## config.mk

```make
export PLATFORM = sky130hd
export DESIGN_NAME = lane_width_adapter
export DESIGN_NICKNAME = d
export VERILOG_FILES = /design/src/rtl/lwa_pkg.sv /design/src/rtl/lwa_ctrl.sv /design/src/rtl/lwa_datapath.sv /design/src/rtl/lane_width_adapter.sv
export SDC_FILE = /design/constraint.sdc
export NUM_CORES = 1
export LEC_CHECK = 0
export BUFFER_PORTS_ARGS = -buffer_cell sky130_fd_sc_hd__buf_4
export CAP_MARGIN = 15
export CORE_ASPECT_RATIO = 0.7
export CORE_UTILIZATION = 49
export CTS_CLUSTER_SIZE = 12
export DETAILED_ROUTE_END_ITERATION = 10
export PLACE_DENSITY = 0.78
export SYNTH_ARGS = -nofsm -noshare
export SYNTH_HDL_FRONTEND = slang
export SYNTH_SLANG_ARGS = --single-unit
```

## constraint.sdc

```tcl
create_clock -name clk -period 2 [get_ports clk]
set_clock_uncertainty 0.15 [all_clocks]
set_input_delay 0.1 -clock clk [delete_from_list [all_inputs] [get_ports clk]]
set_output_delay 0.1 -clock clk [all_outputs]
set_load 0.005 [all_outputs]
```

## src/rtl/lwa_pkg.sv

```systemverilog
package lwa_pkg;
  localparam int SEL_W = 8;

  typedef struct packed {
    logic             load;
    logic             fresh;
    logic [SEL_W-1:0] seg;
  } lwaStrobe_t;
endpackage

```

## src/rtl/lwa_ctrl.sv

```systemverilog
module lwa_ctrl import lwa_pkg::*; #(
  parameter int IN_LANES  = 2,
  parameter int OUT_LANES = 6
) (
  input  logic clk,
  input  logic rst,
  input  logic inValid,
  input  logic inLast,
  output logic inReady,
  output logic outValid,
  input  logic outReady,
  input  logic [((IN_LANES > OUT_LANES) ? IN_LANES / OUT_LANES : OUT_LANES / IN_LANES)-1:0] inSegHas,
  input  logic [((IN_LANES > OUT_LANES) ? IN_LANES / OUT_LANES : OUT_LANES / IN_LANES)-1:0] holdSegHas,
  output lwaStrobe_t strobe,
  output logic finalSeg
);
  localparam int WIDE   = (IN_LANES > OUT_LANES) ? IN_LANES : OUT_LANES;
  localparam int NARROW = (IN_LANES > OUT_LANES) ? OUT_LANES : IN_LANES;
  localparam int RATIO  = WIDE / NARROW;

  if (IN_LANES < OUT_LANES) begin : g_pack
    logic [SEL_W-1:0] fillIdx;
    logic wordFull, accept, closeWord;
    logic unusedPack;
    assign unusedPack = ^{inSegHas, holdSegHas};

    always_comb begin
      outValid  = wordFull;
      inReady   = !wordFull || outReady;
      accept    = inValid && inReady;
      closeWord = accept && (inLast || fillIdx == SEL_W'(RATIO - 1));
      strobe    = '{load: accept, fresh: (fillIdx == '0), seg: fillIdx};
      finalSeg  = 1'b1;
    end

    always_ff @(posedge clk) begin
      if (rst) begin
        fillIdx  <= '0;
        wordFull <= 1'b0;
      end else begin
        wordFull <= (wordFull && !outReady) || closeWord;
        if (accept) fillIdx <= closeWord ? '0 : fillIdx + 1'b1;
      end
    end

    AST_PACK_LAST_CLOSES: assert property (@(posedge clk) disable iff (rst)
      (inValid && inReady && inLast) |=> outValid);
  end else if (IN_LANES > OUT_LANES) begin : g_split
    logic [SEL_W-1:0] readIdx, firstIn, lastHold, nextHold;
    logic holding, wordDone, accept;
    logic unusedSplit;
    assign unusedSplit = inLast;

    always_comb begin
      firstIn = '0;
      for (int k = RATIO - 1; k >= 0; k--) if (inSegHas[k]) firstIn = SEL_W'(k);
      lastHold = '0;
      for (int k = 0; k < RATIO; k++) if (holdSegHas[k]) lastHold = SEL_W'(k);
      nextHold = readIdx;
      for (int k = RATIO - 1; k >= 0; k--)
        if (holdSegHas[k] && SEL_W'(k) > readIdx) nextHold = SEL_W'(k);
    end

    always_comb begin
      finalSeg = (readIdx == lastHold);
      outValid = holding;
      wordDone = holding && outReady && finalSeg;
      inReady  = !holding || wordDone;
      accept   = inValid && inReady;
      strobe   = '{load: accept, fresh: 1'b1, seg: readIdx};
    end

    always_ff @(posedge clk) begin
      if (rst) begin
        holding <= 1'b0;
        readIdx <= '0;
      end else if (accept) begin
        holding <= 1'b1;
        readIdx <= firstIn;
      end else if (wordDone) begin
        holding <= 1'b0;
      end else if (holding && outReady) begin
        readIdx <= nextHold;
      end
    end

    AST_SPLIT_NO_GAP: assert property (@(posedge clk) disable iff (rst)
      (outValid && outReady && !inReady) |=> outValid);
  end else begin : g_wire
    logic unusedWire;
    assign unusedWire = ^{clk, rst, inLast, inSegHas, holdSegHas};
    always_comb begin
      inReady  = outReady;
      outValid = inValid;
      strobe   = '0;
      finalSeg = 1'b1;
    end
  end
endmodule

```

## src/rtl/lwa_datapath.sv

```systemverilog
module lwa_datapath import lwa_pkg::*; #(
  parameter int LANE_W    = 8,
  parameter int IN_LANES  = 2,
  parameter int OUT_LANES = 6
) (
  input  logic clk,
  input  logic rst,
  input  logic [IN_LANES*LANE_W-1:0] inData,
  input  logic [IN_LANES-1:0] inKeep,
  input  logic inLast,
  input  logic inUser,
  input  lwaStrobe_t strobe,
  input  logic finalSeg,
  output logic [OUT_LANES*LANE_W-1:0] outData,
  output logic [OUT_LANES-1:0] outKeep,
  output logic outLast,
  output logic outUser,
  output logic [((IN_LANES > OUT_LANES) ? IN_LANES / OUT_LANES : OUT_LANES / IN_LANES)-1:0] inSegHas,
  output logic [((IN_LANES > OUT_LANES) ? IN_LANES / OUT_LANES : OUT_LANES / IN_LANES)-1:0] holdSegHas
);
  localparam int WIDE     = (IN_LANES > OUT_LANES) ? IN_LANES : OUT_LANES;
  localparam int NARROW   = (IN_LANES > OUT_LANES) ? OUT_LANES : IN_LANES;
  localparam int RATIO    = WIDE / NARROW;
  localparam int SEG_BITS = NARROW * LANE_W;

  if (IN_LANES < OUT_LANES) begin : g_pack
    logic [OUT_LANES*LANE_W-1:0] wData;
    logic [OUT_LANES-1:0] wKeep;
    logic wLast, wUser;
    logic unusedPack;
    assign unusedPack = finalSeg;

    always_ff @(posedge clk) begin
      if (rst) begin
        wData <= '0;
        wKeep <= '0;
        wLast <= 1'b0;
        wUser <= 1'b0;
      end else if (strobe.load) begin
        for (int k = 0; k < RATIO; k++) begin
          if (strobe.seg == SEL_W'(k)) begin
            wData[k*SEG_BITS +: SEG_BITS] <= inData;
            wKeep[k*NARROW +: NARROW]     <= inKeep;
          end else if (strobe.fresh) begin
            wData[k*SEG_BITS +: SEG_BITS] <= '0;
            wKeep[k*NARROW +: NARROW]     <= '0;
          end
        end
        wLast <= inLast;
        wUser <= inUser && inLast;
      end
    end

    assign outData    = wData;
    assign outKeep    = wKeep;
    assign outLast    = wLast;
    assign outUser    = wUser;
    assign inSegHas   = '0;
    assign holdSegHas = '0;
  end else if (IN_LANES > OUT_LANES) begin : g_split
    logic [IN_LANES*LANE_W-1:0] hData;
    logic [IN_LANES-1:0] hKeep;
    logic hLast, hUser;
    logic unusedSplit;
    assign unusedSplit = strobe.fresh;

    always_ff @(posedge clk) begin
      if (rst) begin
        hData <= '0;
        hKeep <= '0;
        hLast <= 1'b0;
        hUser <= 1'b0;
      end else if (strobe.load) begin
        hData <= inData;
        hKeep <= inKeep;
        hLast <= inLast;
        hUser <= inUser && inLast;
      end
    end

    for (genvar k = 0; k < RATIO; k++) begin : g_seg
      assign inSegHas[k]   = |inKeep[k*NARROW +: NARROW];
      assign holdSegHas[k] = |hKeep[k*NARROW +: NARROW];
    end

    always_comb begin
      outData = hData[SEG_BITS-1:0];
      outKeep = hKeep[NARROW-1:0];
      for (int k = 1; k < RATIO; k++) begin
        if (strobe.seg == SEL_W'(k)) begin
          outData = hData[k*SEG_BITS +: SEG_BITS];
          outKeep = hKeep[k*NARROW +: NARROW];
        end
      end
    end

    assign outLast = hLast && finalSeg;
    assign outUser = hUser && finalSeg;
  end else begin : g_wire
    logic unusedWire;
    assign unusedWire = ^{clk, rst, strobe, finalSeg};
    assign outData    = inData;
    assign outKeep    = inKeep;
    assign outLast    = inLast;
    assign outUser    = inUser;
    assign inSegHas   = '0;
    assign holdSegHas = '0;
  end
endmodule

```

## src/rtl/lane_width_adapter.sv

```systemverilog
module lane_width_adapter import lwa_pkg::*; #(
  parameter int LANE_W    = 8,
  parameter int IN_LANES  = 2,
  parameter int OUT_LANES = 6
) (
  input  logic clk,
  input  logic rst,
  input  logic [IN_LANES*LANE_W-1:0] inData,
  input  logic [IN_LANES-1:0] inKeep,
  input  logic inValid,
  output logic inReady,
  input  logic inLast,
  input  logic inUser,
  output logic [OUT_LANES*LANE_W-1:0] outData,
  output logic [OUT_LANES-1:0] outKeep,
  output logic outValid,
  input  logic outReady,
  output logic outLast,
  output logic outUser
);
  localparam int WIDE   = (IN_LANES > OUT_LANES) ? IN_LANES : OUT_LANES;
  localparam int NARROW = (IN_LANES > OUT_LANES) ? OUT_LANES : IN_LANES;
  localparam int RATIO  = WIDE / NARROW;

  logic [RATIO-1:0] inSegHas, holdSegHas;
  lwaStrobe_t strobe;
  logic finalSeg;

  lwa_ctrl #(.IN_LANES(IN_LANES), .OUT_LANES(OUT_LANES)) u_ctrl (
    .clk(clk), .rst(rst), .inValid(inValid), .inLast(inLast), .inReady(inReady),
    .outValid(outValid), .outReady(outReady), .inSegHas(inSegHas),
    .holdSegHas(holdSegHas), .strobe(strobe), .finalSeg(finalSeg)
  );

  lwa_datapath #(.LANE_W(LANE_W), .IN_LANES(IN_LANES), .OUT_LANES(OUT_LANES)) u_dp (
    .clk(clk), .rst(rst), .inData(inData), .inKeep(inKeep), .inLast(inLast),
    .inUser(inUser), .strobe(strobe), .finalSeg(finalSeg), .outData(outData),
    .outKeep(outKeep), .outLast(outLast), .outUser(outUser),
    .inSegHas(inSegHas), .holdSegHas(holdSegHas)
  );

  if (IN_LANES != OUT_LANES) begin : g_chk
    AST_OUT_STABLE: assert property (@(posedge clk) disable iff (rst)
      (outValid && !outReady) |=> (outValid && $stable(outData) && $stable(outKeep)
                                   && $stable(outLast) && $stable(outUser)));
    AST_USER_NEEDS_LAST: assert property (@(posedge clk) disable iff (rst)
      (outValid && outUser) |-> outLast);
    AST_RST_EMPTY: assert property (@(posedge clk) disable iff (rst)
      $past(rst) |-> !outValid);
  end
  if (IN_LANES > OUT_LANES) begin : g_chk_split
    AST_SPLIT_MID_KEEP: assert property (@(posedge clk) disable iff (rst)
      (outValid && outReady && !inReady) |-> (outKeep != '0));
  end
endmodule

```

==> flow_summary.json <==
{
  "holdWs_ns": 0.01954,
  "dpl.hpwl_mm": 4.593,
  "track_usage_pct": 27.55,
  "die_h_um": 61.55,
  "synthArstFlopShare_pct": 0,
  "gp_congestion": 0.8380,
  "drt_iter0_markers": 121,
  "path_buf_inv": 1,
  "port_buffers": 81,
  "seq_area_frac_synth_pct": 52.42,
  "critPathRequiredTime_ns": 2.09,
  "die_w_um": 87.07,
  "grt_pass1_vias": 2283,
  "root_buffer": "clkbuf_8",
  "ir_drop_v": 0.0004422,
  "cp-end-kind": "flip-flop",
  "relSlewSlack_pct": 57.20,
  "nNetsFinal": 400,
  "cts_made_buffers": 9,
  "arrival_ns": 2.02,
  "power.total_mw": 2.939,
  "cp_cell_sequence": "nor4_4 > and4_1 > buf_6 > a21oi_4 > a22o_1",
  "via_per_inst": 5.493,
  "grt_max_degree": 32,
  "clkTransAtPathRegs_ns": 0.07,
  "clkPwrFrac_pct": 42.9,
  "clock_sink_count": 65,
  "synth_seq_cells": 65,
  "drt.antenna.violating_nets": 0,
  "cts_tree": "yes",
  "tns_ns": 0,
  "path_class": "flip-flop to flip-flop",
  "final.min_clock_period_ns": 1.930,
  "ys_types": 28,
  "run_status": "finished clean",
  "p_comb_share_pct": 11.2,
  "htreeDepth": 3,
  "vias": 2450,
  "syn_area_per_cell_um2": 9.403,
  "synthesis.nets": 292,
  "switchingPower_uw": 711.7,
  "wl_per_cell_um": 15.74,
  "power_frac_seq_pct": 46.0,
  "placed_cells": 409,
  "period_share_pct": 96.49,
  "synth_area_leader_cell": "dfxtp_1",
  "grt_pass1_wl_mm": 10.84,
  "mappedNetlistArea_mm2": 0.002482,
  "diodes": 0,
  "worstHoldPathType": "input port to flip-flop",
  "crit_slowest_cell": "dfxtp_1",
  "setup_viol": 0,
  "synth_flop_cell": "dfxtp_1",
  "cts_max_path_buffers": 2,
  "grt-ovfl-total": 0,
  "synth_area_leaders": "dfxtp_1 (52%), a22o_1 (8.5%), a21oi_1 (7.1%)",
  "antenna_found_initial": 0,
  "maxCapViolations": 0,
  "worstSetupStartpointType": "flip-flop",
  "final_cells": 446,
  "slew_viol_final": 0,
  "die-area_mm2": 0.005359,
  "cts_setup_buffers": 0,
  "drtPass1Iterations": 4,
  "rsz0062_at_grt": "false",
  "power.leakage_nw": 1.532,
  "drive_above_1_share_pct": 31.83,
  "pre_cts_ws_ns": -0.07234,
  "worst_slack_ns": 0.07024,
  "clk-insertion-delay-late_ns": 0.34,
  "initial_core_util_pct": 51.35,
  "area_growth_pct": 47.13,
  "routed_wl_mm": 7.018,
  "yosysMostFrequentCell": "dfxtp_1",
  "postSynthCellCount": 264,
  "critPathTopFamily": "simple AND/OR/NAND/NOR gates",
  "p_sw_share_pct": 24.22,
  "drc": 0,
  "fmax_mhz": 518.2,
  "coreArea_mm2": 0.004835,
  "p_int_mw": 2.227,
  "core.rowCount": 21,
  "yosysWarnings": 0,
  "crit_fanout": 19,
  "tightest_slew_ns": 0.6420,
  "cellPowerDensity_mw_per_mm2": 804.6,
  "slowest_delay_ns": 0.36,
  "synth_top_area_share_pct": 52.42,
  "synth_edf_count": 0,
  "ios": 82,
  "ys_top_cells_by_count": "dfxtp_1 (65), a21oi_1 (35), o21ai_0 (31)",
  "final_hold_viol_count": 0
}
## what timing repair did
item | in CTS | in global routing
setup endpoints to repair | 24 | 8
hold endpoints to repair | 59 | 0
resized for setup | 4 | 1
cloned | 0 | 0
hold buffers | 21 | 0
pin swaps | 0 | 1
## metal layers
metal	up-vias	global-route usage (%)	share of wire [%]
li1	1178	-	-
met1	1154	35.58	46
met2	104	43.08	44
met3	14	10.05	8.6
met4	0	10.00	1.6
met5	-	0	0
## stage by stage
step,instance area (um2),util (%)
3_5_place_dp,3189,65.97
2_1_floorplan,2482,-
6_report,3652,75.54
3_3_place_gp,3189,65.97
5_1_grt,3652,75.54
4_1_cts,3649,75.47
## sequential cells by signal, summed over array words and instances (netlist names)
signal and count:
u_dp.outKeep 6, u_ctrl.outValid 1, u_dp.outLast 1, u_dp.outUser 1
u_ctrl.g_pack.fillIdx 8, u_dp.outData 48
## tightest hold or removal path, stage by stage
cell and delay (ns):
buf_4 0.14, nand3_1 0.10, xor2_1 0.06, nor2_1 0.08
## cell families after synthesis
family / synth area share, %
AO/OA/AOI/OAI: 22.68
buffers and inverters: 5.392
XOR/XNOR: 2.117
AND/OR/NAND/NOR: 15.37
adder cells (fa/ha/maj): 2.016
flip-flops: 52.42
## path summary, 6_finish.rpt
kind	startpoint	end	slack (ns)	cells past startpoint
setup / recovery	u_ctrl.g_pack.fillIdx[3]$_SDFFE_PP0P_	u_dp.outData[26]$_SDFFE_PP0P_	0.07	5
hold / removal	inValid	u_ctrl.g_pack.fillIdx[2]$_SDFFE_PP0P_	0.02	4
setup reg to reg	u_ctrl.g_pack.fillIdx[3]$_SDFFE_PP0P_	u_dp.outData[26]$_SDFFE_PP0P_	0.07	5
hold reg to reg	u_dp.outLast$_SDFFE_PP0P_	u_dp.outLast$_SDFFE_PP0P_	0.32	2
## cells in the final DEF (no fill, tap or decap), types with 2 or more instances in the layout
| master | netlist | final |
|---|---|---|
| nand3_1 | 22 | 22 |
| xnor2_1 | 5 | 5 |
| dlygate4sd3_1 | 0 | 21 |
| nor2_1 | 10 | 10 |
| buf_6 | 2 | 2 |
| nor3_1 | 2 | 2 |
| a22o_1 | 24 | 24 |
| o21ai_0 | 31 | 31 |
| dfxtp_1 | 65 | 65 |
| bufinv_16 | 0 | 2 |
| a21oi_1 | 35 | 34 |
| nor2b_1 | 2 | 2 |
| inv_1 | 6 | 6 |
| nand2_1 | 10 | 10 |
| clkbuf_8 | 0 | 10 |
| buf_4 | 2 | 95 |
| ha_1 | 4 | 4 |
| nor4_1 | 3 | 3 |
| nand4_1 | 13 | 13 |
## cell type report
type | instances | area, um2
inverter | 7 | 26.28
clock buffer | 10 | 137.6
timing repair buffer | 118 | 945.9
tap | 69 | 86.33
multi-input combinational | 171 | 1065
sequential | 65 | 1301
fill | 362 | 1182
clock inverter | 6 | 90.09
## power groups by stage
stage	registers (mW)	logic [mW]	clock network [mW]
finish	1.35	0.328	1.26
global route	1.35	0.354	1.34
CTS	1.35	0.320	1.28
detailed placement	1.38	0.280	0
global placement	1.38	0.277	0
floorplan	1.38	0.129	0
Power figures use the tool's default switching activity.
